`config.mk`:
```
export PLATFORM = sky130hd
export DESIGN_NAME = intr_seq
export DESIGN_NICKNAME = d
export VERILOG_FILES = /design/src/rtl/intr_seq_pkg.sv /design/src/rtl/intr_seq_arb.sv /design/src/rtl/intr_seq_fsm.sv /design/src/rtl/intr_seq.sv
export SDC_FILE = /design/constraint.sdc
export NUM_CORES = 1
export LEC_CHECK = 0
export BUFFER_PORTS_ARGS = -buffer_cell sky130_fd_sc_hd__clkbuf_2
export CAP_MARGIN = 20
export CORE_UTILIZATION = 35
export CTS_CLUSTER_DIAMETER = 120
export CTS_CLUSTER_SIZE = 25
export DETAILED_ROUTE_END_ITERATION = 8
export PLACE_DENSITY = 0.63
export SYNTH_ARGS = -nofsm -noshare
export SYNTH_HDL_FRONTEND = slang
export SYNTH_HIERARCHICAL = 1
export SYNTH_SLANG_ARGS = --single-unit
export TNS_END_PERCENT = 100
```
`constraint.sdc`:
```
create_clock -name clk -period 4.2 [get_ports clk]
set_input_delay 0 -clock clk [delete_from_list [all_inputs] [get_ports clk]]
set_output_delay 0 -clock clk [all_outputs]
set_load 0.05 [all_outputs]
```
`src/rtl/intr_seq_pkg.sv`:
```
`timescale 1ns/1ps
package intr_seq_pkg;

  localparam int ST_W  = 8;
  localparam int BIT_I = 2;
  localparam int BIT_B = 4;
  localparam int BIT_U = 5;

  typedef enum logic [1:0] {K_IRQ, K_NMI, K_BRK, K_RTI} kind_e;

  typedef enum logic [3:0] {
    S_IDLE, S_PCH, S_PCL, S_PSR, S_VLO, S_VHI, S_RP, S_RL, S_RH
  } state_e;

  // status byte as written to the stack on entry
  function automatic logic [ST_W-1:0] stacked_status(input logic [ST_W-1:0] st,
                                                     input logic from_brk);
    logic [ST_W-1:0] r;
    r        = st;
    r[BIT_U] = 1'b1;
    r[BIT_B] = from_brk;
    return r;
  endfunction

  // status handed to the core when service begins
  function automatic logic [ST_W-1:0] entry_status(input logic [ST_W-1:0] st);
    logic [ST_W-1:0] r;
    r        = st;
    r[BIT_I] = 1'b1;
    return r;
  endfunction

  // status handed to the core on return
  function automatic logic [ST_W-1:0] restored_status(input logic [ST_W-1:0] st);
    logic [ST_W-1:0] r;
    r        = st;
    r[BIT_B] = 1'b0;
    r[BIT_U] = 1'b1;
    return r;
  endfunction

endpackage

```
`src/rtl/intr_seq_arb.sv`:
```
`timescale 1ns/1ps
module intr_seq_arb (
  input  logic                 clk,
  input  logic                 rst_n,
  input  logic                 idle,
  input  logic                 nmi,
  input  logic                 irq,
  input  logic                 i_flag,
  input  logic                 brk_req,
  input  logic                 rti_req,
  output logic                 start,
  output intr_seq_pkg::kind_e  kind,
  output logic                 nmi_take
);
  import intr_seq_pkg::*;

  logic nmi_prev, nmi_pend;
  logic nmi_edge, nmi_want, irq_ok;

  assign nmi_edge = nmi & ~nmi_prev;
  assign nmi_want = nmi_pend | nmi_edge;
  assign irq_ok   = irq & ~i_flag;
  assign nmi_take = idle & nmi_want;
  assign start    = idle & (nmi_want | irq_ok | brk_req | rti_req);

  always_comb begin
    if (nmi_want)     kind = K_NMI;
    else if (irq_ok)  kind = K_IRQ;
    else if (brk_req) kind = K_BRK;
    else              kind = K_RTI;
  end

  always_ff @(posedge clk or negedge rst_n) begin
    if (!rst_n) begin
      nmi_prev <= 1'b0;
      nmi_pend <= 1'b0;
    end else begin
      nmi_prev <= nmi;
      nmi_pend <= nmi_want & ~nmi_take;
    end
  end
endmodule

```
`src/rtl/intr_seq_fsm.sv`:
```
`timescale 1ns/1ps
module intr_seq_fsm #(
  parameter int              DW      = 8,
  parameter logic [2*DW-1:0] NMI_VEC = 16'hFFFA,
  parameter logic [2*DW-1:0] IRQ_VEC = 16'hFFFE
) (
  input  logic                 clk,
  input  logic                 rst_n,
  input  logic                 start,
  input  intr_seq_pkg::kind_e  kind,
  input  logic [2*DW-1:0]      pc_in,
  input  logic [7:0]           status_in,
  input  logic [DW-1:0]        pull_data,
  input  logic [DW-1:0]        vec_data,
  output logic                 push_vld,
  output logic [DW-1:0]        push_data,
  output logic                 pull_vld,
  output logic                 vec_rd,
  output logic [2*DW-1:0]      vec_addr,
  output logic                 pc_load,
  output logic [2*DW-1:0]      pc_out,
  output logic                 status_load,
  output logic [7:0]           status_out,
  output logic                 busy
);
  import intr_seq_pkg::*;
  localparam int AW = 2 * DW;

  state_e         state, state_nx;
  logic [AW-1:0]  pc_q, vbase_q;
  logic [7:0]     st_q, pst_q;
  logic [DW-1:0]  lo_q;
  logic           brk_q;

  always_comb begin
    state_nx = state;
    unique case (state)
      S_IDLE: if (start) state_nx = (kind == K_RTI) ? S_RP : S_PCH;
      S_PCH:  state_nx = S_PCL;
      S_PCL:  state_nx = S_PSR;
      S_PSR:  state_nx = S_VLO;
      S_VLO:  state_nx = S_VHI;
      S_VHI:  state_nx = S_IDLE;
      S_RP:   state_nx = S_RL;
      S_RL:   state_nx = S_RH;
      S_RH:   state_nx = S_IDLE;
      default: state_nx = S_IDLE;
    endcase
  end

  always_ff @(posedge clk or negedge rst_n) begin
    if (!rst_n) begin
      state   <= S_IDLE;
      pc_q    <= '0;
      vbase_q <= '0;
      st_q    <= '0;
      pst_q   <= '0;
      lo_q    <= '0;
      brk_q   <= 1'b0;
    end else begin
      state <= state_nx;
      if (state == S_IDLE && start) begin
        pc_q    <= pc_in;
        st_q    <= status_in;
        brk_q   <= (kind == K_BRK);
        vbase_q <= (kind == K_NMI) ? NMI_VEC : IRQ_VEC;
      end
      if (state == S_VLO || state == S_RL) lo_q  <= (state == S_VLO) ? vec_data : pull_data;
      if (state == S_RP)                   pst_q <= pull_data;
    end
  end

  always_comb begin
    push_vld    = 1'b0;
    push_data   = '0;
    pull_vld    = 1'b0;
    vec_rd      = 1'b0;
    vec_addr    = '0;
    pc_load     = 1'b0;
    pc_out      = '0;
    status_load = 1'b0;
    status_out  = '0;
    unique case (state)
      S_PCH: begin push_vld = 1'b1; push_data = pc_q[AW-1:DW]; end
      S_PCL: begin push_vld = 1'b1; push_data = pc_q[DW-1:0]; end
      S_PSR: begin push_vld = 1'b1; push_data = DW'(stacked_status(st_q, brk_q)); end
      S_VLO: begin vec_rd = 1'b1; vec_addr = vbase_q; end
      S_VHI: begin
        vec_rd      = 1'b1;
        vec_addr    = {vbase_q[AW-1:1], 1'b1};
        pc_load     = 1'b1;
        pc_out      = {vec_data, lo_q};
        status_load = 1'b1;
        status_out  = entry_status(st_q);
      end
      S_RP, S_RL: pull_vld = 1'b1;
      S_RH: begin
        pull_vld    = 1'b1;
        pc_load     = 1'b1;
        pc_out      = {pull_data, lo_q};
        status_load = 1'b1;
        status_out  = restored_status(pst_q);
      end
      default: ;
    endcase
  end

  assign busy = (state != S_IDLE);
endmodule

```
`src/rtl/intr_seq.sv`:
```
`timescale 1ns/1ps
module intr_seq #(
  parameter int              DW      = 8,
  parameter logic [2*DW-1:0] NMI_VEC = 16'hFFFA,
  parameter logic [2*DW-1:0] IRQ_VEC = 16'hFFFE
) (
  input  logic            clk,
  input  logic            rst_n,
  input  logic            nmi,
  input  logic            irq,
  input  logic            i_flag,
  input  logic            brk_req,
  input  logic            rti_req,
  input  logic [2*DW-1:0] pc_in,
  input  logic [7:0]      status_in,
  output logic            push_vld,
  output logic [DW-1:0]   push_data,
  output logic            pull_vld,
  input  logic [DW-1:0]   pull_data,
  output logic            vec_rd,
  output logic [2*DW-1:0] vec_addr,
  input  logic [DW-1:0]   vec_data,
  output logic            pc_load,
  output logic [2*DW-1:0] pc_out,
  output logic            status_load,
  output logic [7:0]      status_out,
  output logic            busy
);
  import intr_seq_pkg::*;

  logic  start, nmi_take;
  kind_e kind;

  intr_seq_arb u_arb (
    .clk(clk), .rst_n(rst_n), .idle(~busy), .nmi(nmi), .irq(irq),
    .i_flag(i_flag), .brk_req(brk_req), .rti_req(rti_req),
    .start(start), .kind(kind), .nmi_take(nmi_take)
  );

  intr_seq_fsm #(.DW(DW), .NMI_VEC(NMI_VEC), .IRQ_VEC(IRQ_VEC)) u_fsm (
    .clk(clk), .rst_n(rst_n), .start(start), .kind(kind),
    .pc_in(pc_in), .status_in(status_in), .pull_data(pull_data), .vec_data(vec_data),
    .push_vld(push_vld), .push_data(push_data), .pull_vld(pull_vld),
    .vec_rd(vec_rd), .vec_addr(vec_addr), .pc_load(pc_load), .pc_out(pc_out),
    .status_load(status_load), .status_out(status_out), .busy(busy)
  );
endmodule

```
==> flow_metrics.py, run 1 <==
metrics = {
    "status": {
        "status": "completed",
    },
    "power": {
        "seqPwrFrac_pct": 28.6,
        "switching_share_pct": 52.3,
        "p_clk_share_pct": 9.3,
        "intPower_mw": 1.38,
        "ir_drop_uv": 429,
        "power.switching_mw": 1.51,
        "p_comb_share_pct": 62.1,
        "p_leak_nw": 1.68,
        "power_per_cell_area_nw_per_um2": 799,
    },
    "critical_path": {
        "r2r_start": "u_fsm/state[2]",
        "worst_ep_required_time_ps": 4200,
        "cp_top_family": "simple AND/OR/NAND/NOR gates",
        "worst_ep_arrival_time_ps": 2350,
        "crit_buf_inv": 1,
        "cp-start-kind": "flip-flop",
        "cp_cell_sequence": "nand2b_4 -> nor3b_4 -> a22o_1 -> clkbuf_2",
        "r2r_cells": 6,
        "rr_endpoint": "u_fsm/pc_q[2]",
        "critPathKind": "reg2out",
        "crit_slowest_cell": "dfrtp_1",
        "rrSetupSlack_ps": 2110,
        "endpoint_kind": "output pin",
        "path_max_fanout": 16,
        "slowest_delay_ps": 650,
    },
    "timing": {
        "rsz0062_at_grt": "false",
        "setup_tns_ps": 0,
        "whs_ps": 144,
        "finalClockSkew_ps": 4.87,
        "fmax_mhz": 425,
        "hold_viol": 0,
        "min_period_over_period_pct": 56.0,
        "worstMarginPinSlew_ps": 843,
        "period_minus_slack_ps": 2350,
        "slew_violations": 0,
        "setup_ws_ps": 1850,
        "relSlewSlack_pct": 43.6,
        "setup-violations-final": 0,
    },
    "floorplanning": {
        "design.core.area_um2": 7370,
        "core.rowCount": 31,
        "initial_utilization_pct": 36.7,
        "fp.dieH_um": 90.0,
        "dieWidth_um": 90.0,
        "dieArea_um2": 8090,
        "io_pins": 101,
    },
    "clocking": {
        "clk_pin_slew_ps": 90,
        "cts_buffers": 5,
        "cts.sink_count": 47,
        "clock_latency_ps": 300,
        "postCtsResizedCells": 0,
        "root_buffer": "clkbuf_8",
        "htreeDepth": 2,
        "cts_tree": "done",
        "cts_setup_buffers": 0,
        "cts_buffer_depth": 2,
    },
    "final_layout": {
        "n_antenna_cell": 0,
        "area_growth_pct": 33.4,
        "nNetsFinal": 410,
        "fin_cells": 462,
        "utilization_pct": 49.0,
        "drive_above_1_share_pct": 43.0,
    },
    "place": {
        "place_ws_ps": 2110,
        "dp.cells": 415,
        "numPortBuffers": 100,
        "gp_congestion": 0.777,
        "dp_hpwl_um": 4310,
    },
    "worst_hold_path": {
        "hold-path-cell-count": 4,
        "hp-class": "in2reg",
        "hold_start": "pull_data[4]",
        "holdPathEnd": "u_fsm/lo_q[4]",
    },
    "routing": {
        "drtAntennaViolNets": 0,
        "wire_per_inst_um": 14.3,
        "drt-total-wl_um": 6600,
        "drt_iter0_drc": 74,
        "drtPass1Iterations": 4,
        "routed_via_density": 4.91,
        "num_vias": 2269,
        "drc": 0,
    },
    "synthesis": {
        "synthesis.area_per_instance_um2": 11.0,
        "syn_area_um2": 2710,
        "netlist_instances": 247,
        "synth.net_count": 294,
        "yosys_warnings": 6,
    },
    "grt": {
        "track_usage_pct": 16.4,
        "grt_pass1_vias": 2222,
        "grt_pass1_wl_um": 10500,
        "overflow": 0,
        "grt_max_degree": 48,
        "antenna_found_initial": 0,
    },
    "run": {
        "maxCapViolCount": 0,
    },
}
-- layer usage --
layer / GRT usage, % / wire length [um] / up-vias
met2: 27.3 / 3250 / 86
li1: - / - / 1094
met1: 20.5 / 2940 / 1082
met5: 0 / 0 / -
met3: 4.40 / 331 / 7
met4: 5.38 / 87 / 0
-- registers in the layout (all words and copies together) (netlist names) --
register / cells
u_fsm/pst_q: 6
u_fsm/st_q: 8
u_fsm/brk_q: 1
u_arb/nmi_pend: 1
u_fsm/pc_q: 16
u_arb/nmi_prev: 1
u_fsm/lo_q: 8
u_fsm/state: 4
u_fsm/vbase_q: 2
-- placed cells by master, fill, tap and decap left out, types with 2 or more instances in the layout --
cell type      count
o21a_1             3
clkbuf_2         100
dlygate4sd3_1     40
inv_1              2
nand2b_1          12
buf_4              3
mux2_1             4
a211oi_1           9
nor3b_4            2
nor2b_1            4
a21oi_1           12
nor2_1            19
o22ai_1            8
dfrtp_1           47
nor3_1             2
and2_1            11
clkbuf_8           5
nand2_1            4
mux2_2            36
a22oi_1            7
a22o_1            13
-- worst register-to-register path, cell delays in order (launching register included) --
cell     delay [ps]
dfrtp_1         560
nor2_4          220
nand2_1          80
inv_1            80
o41a_1          260
nand3_4         350
mux2_1          430
-- final cells by class --
cell class	instances	area (um^2)
clock buffers	5	68.8
clock inverters	2	13.8
fillers	695	3760
inverters	2	7.51
multi-input cells	164	1300
flip-flops and latches	47	1180
well taps	99	124
repair buffers	143	923
-- what timing repair did --
action / in CTS / in global routing
endpoints found under the setup margin: 0 / 0
hold buffers: 39 / 1
hold endpoints to repair: 86 / 1
-- worst max path at each step --
stage,cells past startpoint,end,slack [ps],start
floorplan,6,vec_addr[10],1540,u_fsm/state[1]
global placement,6,u_fsm/pc_q[9],2180,u_fsm/state[2]
CTS,4,status_out[7],1830,u_fsm/state[2]
detailed placement,6,u_fsm/pc_q[2],2110,u_fsm/state[2]
global route,4,status_out[7],1750,u_fsm/state[2]
finish,4,status_out[7],1850,u_fsm/state[2]
-- through the flow --
step / cell area (um^2) / power, mW
finish: 3610 / 2.89
global route: 3610 / 3.05
CTS: 3600 / 2.90
detailed placement: 3130 / 2.60
global placement: 3130 / 2.57
floorplan: 2710 / 2.36
-- power by group through the flow --
stage / Clock, mW / Sequential [mW] / Combinational [mW]
2_1_floorplan: 0 / 0.771 / 1.59
3_3_place_gp: 0 / 0.823 / 1.75
3_5_place_dp: 0 / 0.833 / 1.77
4_1_cts: 0.278 / 0.822 / 1.80
5_1_grt: 0.294 / 0.854 / 1.91
6_report: 0.267 / 0.826 / 1.79
(Power assumes the default switching activity.)
==> run 2: changes to the inputs <==
Settings changed: PLACE_DENSITY 0.63 to 0.65.
Clock period 4.2 ns to 2.1 ns, I/O delays scaled along.
==> run 2 against run 1 <==
Against the previous run: sequential share of layout area is 1.6 points lower; via count is 2.6% higher; clock skew is 3.7 ps higher; worst setup slack worse by 1800 ps; cell area is 5.5% higher; sequential power is 100% higher; die area stayed put; clock-buffer cell count is 1 higher; critical path depth is 1 higher; register-to-register slack worse by 2000 ps; largest power group unchanged.
==> flow_metrics.py, run 2 (synthesis gave the netlist of run 1 again) <==
metrics = {
    "floorplanning": {
        "fp.dieH_um": 90.0,
        "core.rowCount": 31,
        "design.core.area_um2": 7370,
        "dieArea_um2": 8090,
        "initial_utilization_pct": 36.7,
        "dieWidth_um": 90.0,
        "io_pins": 101,
    },
    "final_layout": {
        "fill_cells": 682,
        "top_register": "u_fsm/pc_q",
        "fin_cells": 471,
        "largest_reg_flops": 16,
        "drive_above_1_share_pct": 46.0,
        "layout_commonest_cell": "clkbuf_2",
        "n_antenna_cell": 0,
        "nNetsFinal": 418,
        "layout_common_cells": "clkbuf_2 (89), dfrtp_1 (45), dlygate4sd3_1 (40)",
        "fin_area_um2": 3810,
        "reg.largest.list": "u_fsm/pc_q x16, u_fsm/lo_q x8, u_fsm/st_q x8",
        "area_growth_pct": 40.7,
    },
    "timing": {
        "relSlewSlack_pct": 65.7,
        "worstMarginPinSlew_ps": 515,
        "fmax_mhz": 498,
        "rsz0062_at_grt": "true",
        "hold_viol": 0,
        "setup-violations-final": 0,
        "slew_violations": 0,
        "whs_ps": 148,
        "min_period_over_period_pct": 95.6,
        "finalClockSkew_ps": 8.61,
        "period_minus_slack_ps": 2010,
        "setup_ws_ps": 92.5,
    },
    "grt": {
        "overflow": 0,
        "antenna_found_initial": 0,
        "grt_max_degree": 39,
        "grt_pass1_vias": 2349,
        "track_usage_pct": 17.6,
        "grt_pass1_wl_um": 11500,
    },
    "routing": {
        "num_vias": 2327,
        "drtAntennaViolNets": 0,
        "drt_iter0_drc": 193,
        "drtPass1Iterations": 4,
        "drc": 0,
        "wire_per_inst_um": 15.1,
        "routed_via_density": 4.94,
        "drt-total-wl_um": 7120,
    },
    "clocking": {
        "cts.sink_count": 47,
        "cts_buffer_depth": 2,
        "clk_pin_slew_ps": 100,
        "clock_latency_ps": 300,
        "cts_buffers": 5,
        "cts_tree": "done",
        "root_buffer": "clkbuf_8",
        "htreeDepth": 2,
    },
    "place": {
        "postPlaceCellArea_um2": 3250,
        "place_ws_ps": 82.3,
        "dp_hpwl_um": 4570,
        "dp.cells": 422,
        "numPortBuffers": 100,
        "gp_congestion": 0.768,
    },
    "critical_path": {
        "r2r_start": "u_fsm/state[2]",
        "critPathKind": "reg2out",
        "crit_start": "u_fsm/state[3]",
        "cp_cell_sequence": "nand2b_4 -> nor3b_4 -> buf_6 -> a22o_1 -> clkbuf_2",
        "worst_ep_required_time_ps": 2100,
        "worst_ep_arrival_time_ps": 2010,
        "cp-start-kind": "flip-flop",
        "endpoint_kind": "output pin",
        "rrSetupSlack_ps": 120,
        "crit_slowest_cell": "dfrtp_2",
        "path_max_fanout": 13,
        "slowest_delay_ps": 490,
        "r2r_cells": 6,
        "rr_endpoint": "u_fsm/pc_q[9]",
    },
    "power": {
        "p_leak_nw": 1.76,
        "ir_drop_uv": 883,
        "power_per_cell_area_nw_per_um2": 1620,
        "total_power_mw": 6.19,
    },
    "worst_hold_path": {
        "hold-path-cell-count": 4,
        "holdPathEnd": "u_fsm/lo_q[4]",
        "hold_start": "pull_data[4]",
        "hp-class": "in2reg",
    },
    "run": {
        "maxCapViolCount": 0,
    },
    "status": {
        "status": "completed",
    },
}
## run 2: cell count changes in the layout (fill, tap and decap cells not counted), moves of 2 or more
cell	previous run	this run
clkbuf_4	0	5
buf_12	0	4
buf_4	3	9
dfrtp_2	0	2
clkbuf_2	100	89
dfrtp_1	47	45
buf_2	0	2
buf_6	0	2
## run 2: critical path: cells and delay by family, from the launching register on
family	cells	cell delay (ps)
AO/OA/AOI/OAI	1	160
buffers and inverters	2	480
AND/OR/NAND/NOR	2	570
flip-flops	1	490
## run 2: layer usage
layer,share of wire [%],wire length [um],global-route usage [%]
met4,1.7,122,5.78
met3,2.9,205,2.96
met2,51,3650,30.0
met1,44,3150,22.7
met5,0,0,0
## run 2: how the worst max path moves through the flow
stage	endpoint	slack, ps	depth (start not counted)
floorplan	vec_addr[10]	110	6
global placement	u_fsm/pc_q[10]	150	6
detailed placement	u_fsm/pc_q[9]	80	6
CTS	pc_out[5]	0.6	5
global route	u_fsm/pc_q[9]	-10	6
finish	pc_out[15]	90	5
## run 2: layout make-up
class	count	area [um^2]	area share, %
clock inverter	2	38.8	1.02
clock buffer	6	82.6	2.17
sequential	47	1180	30.9
timing repair buffer	151	1060	27.9
tap	99	124	3.25
inverter	2	7.51	0.197
multi-input combinational	164	1320	34.5
## run 2: stage by stage
stage                     setup TNS, ps  util [%]
after global placement                0      44.1
after floorplan                       0         -
after CTS                             0      51.2
after detailed placement              0      44.1
final                                 0      51.7
after global routing              -23.4      51.7
## run 2: report_power, final
part / switching [mW] / internal, mW
Clock: 0.323 / 0.392
Combinational: 2.49 / 1.33
Sequential: 0.302 / 1.35
## run 2: timing repair
| action | 4_1_cts | 5_1_grt |
|---|---|---|
| pin swaps | 0 | 1 |
| endpoints found under the setup margin | 16 | 52 |
| gates cloned | 0 | 0 |
| endpoints found under the hold margin | 56 | 1 |
| resized for setup | 6 | 8 |
| setup buffers | 0 | 1 |
| hold buffers | 39 | 1 |
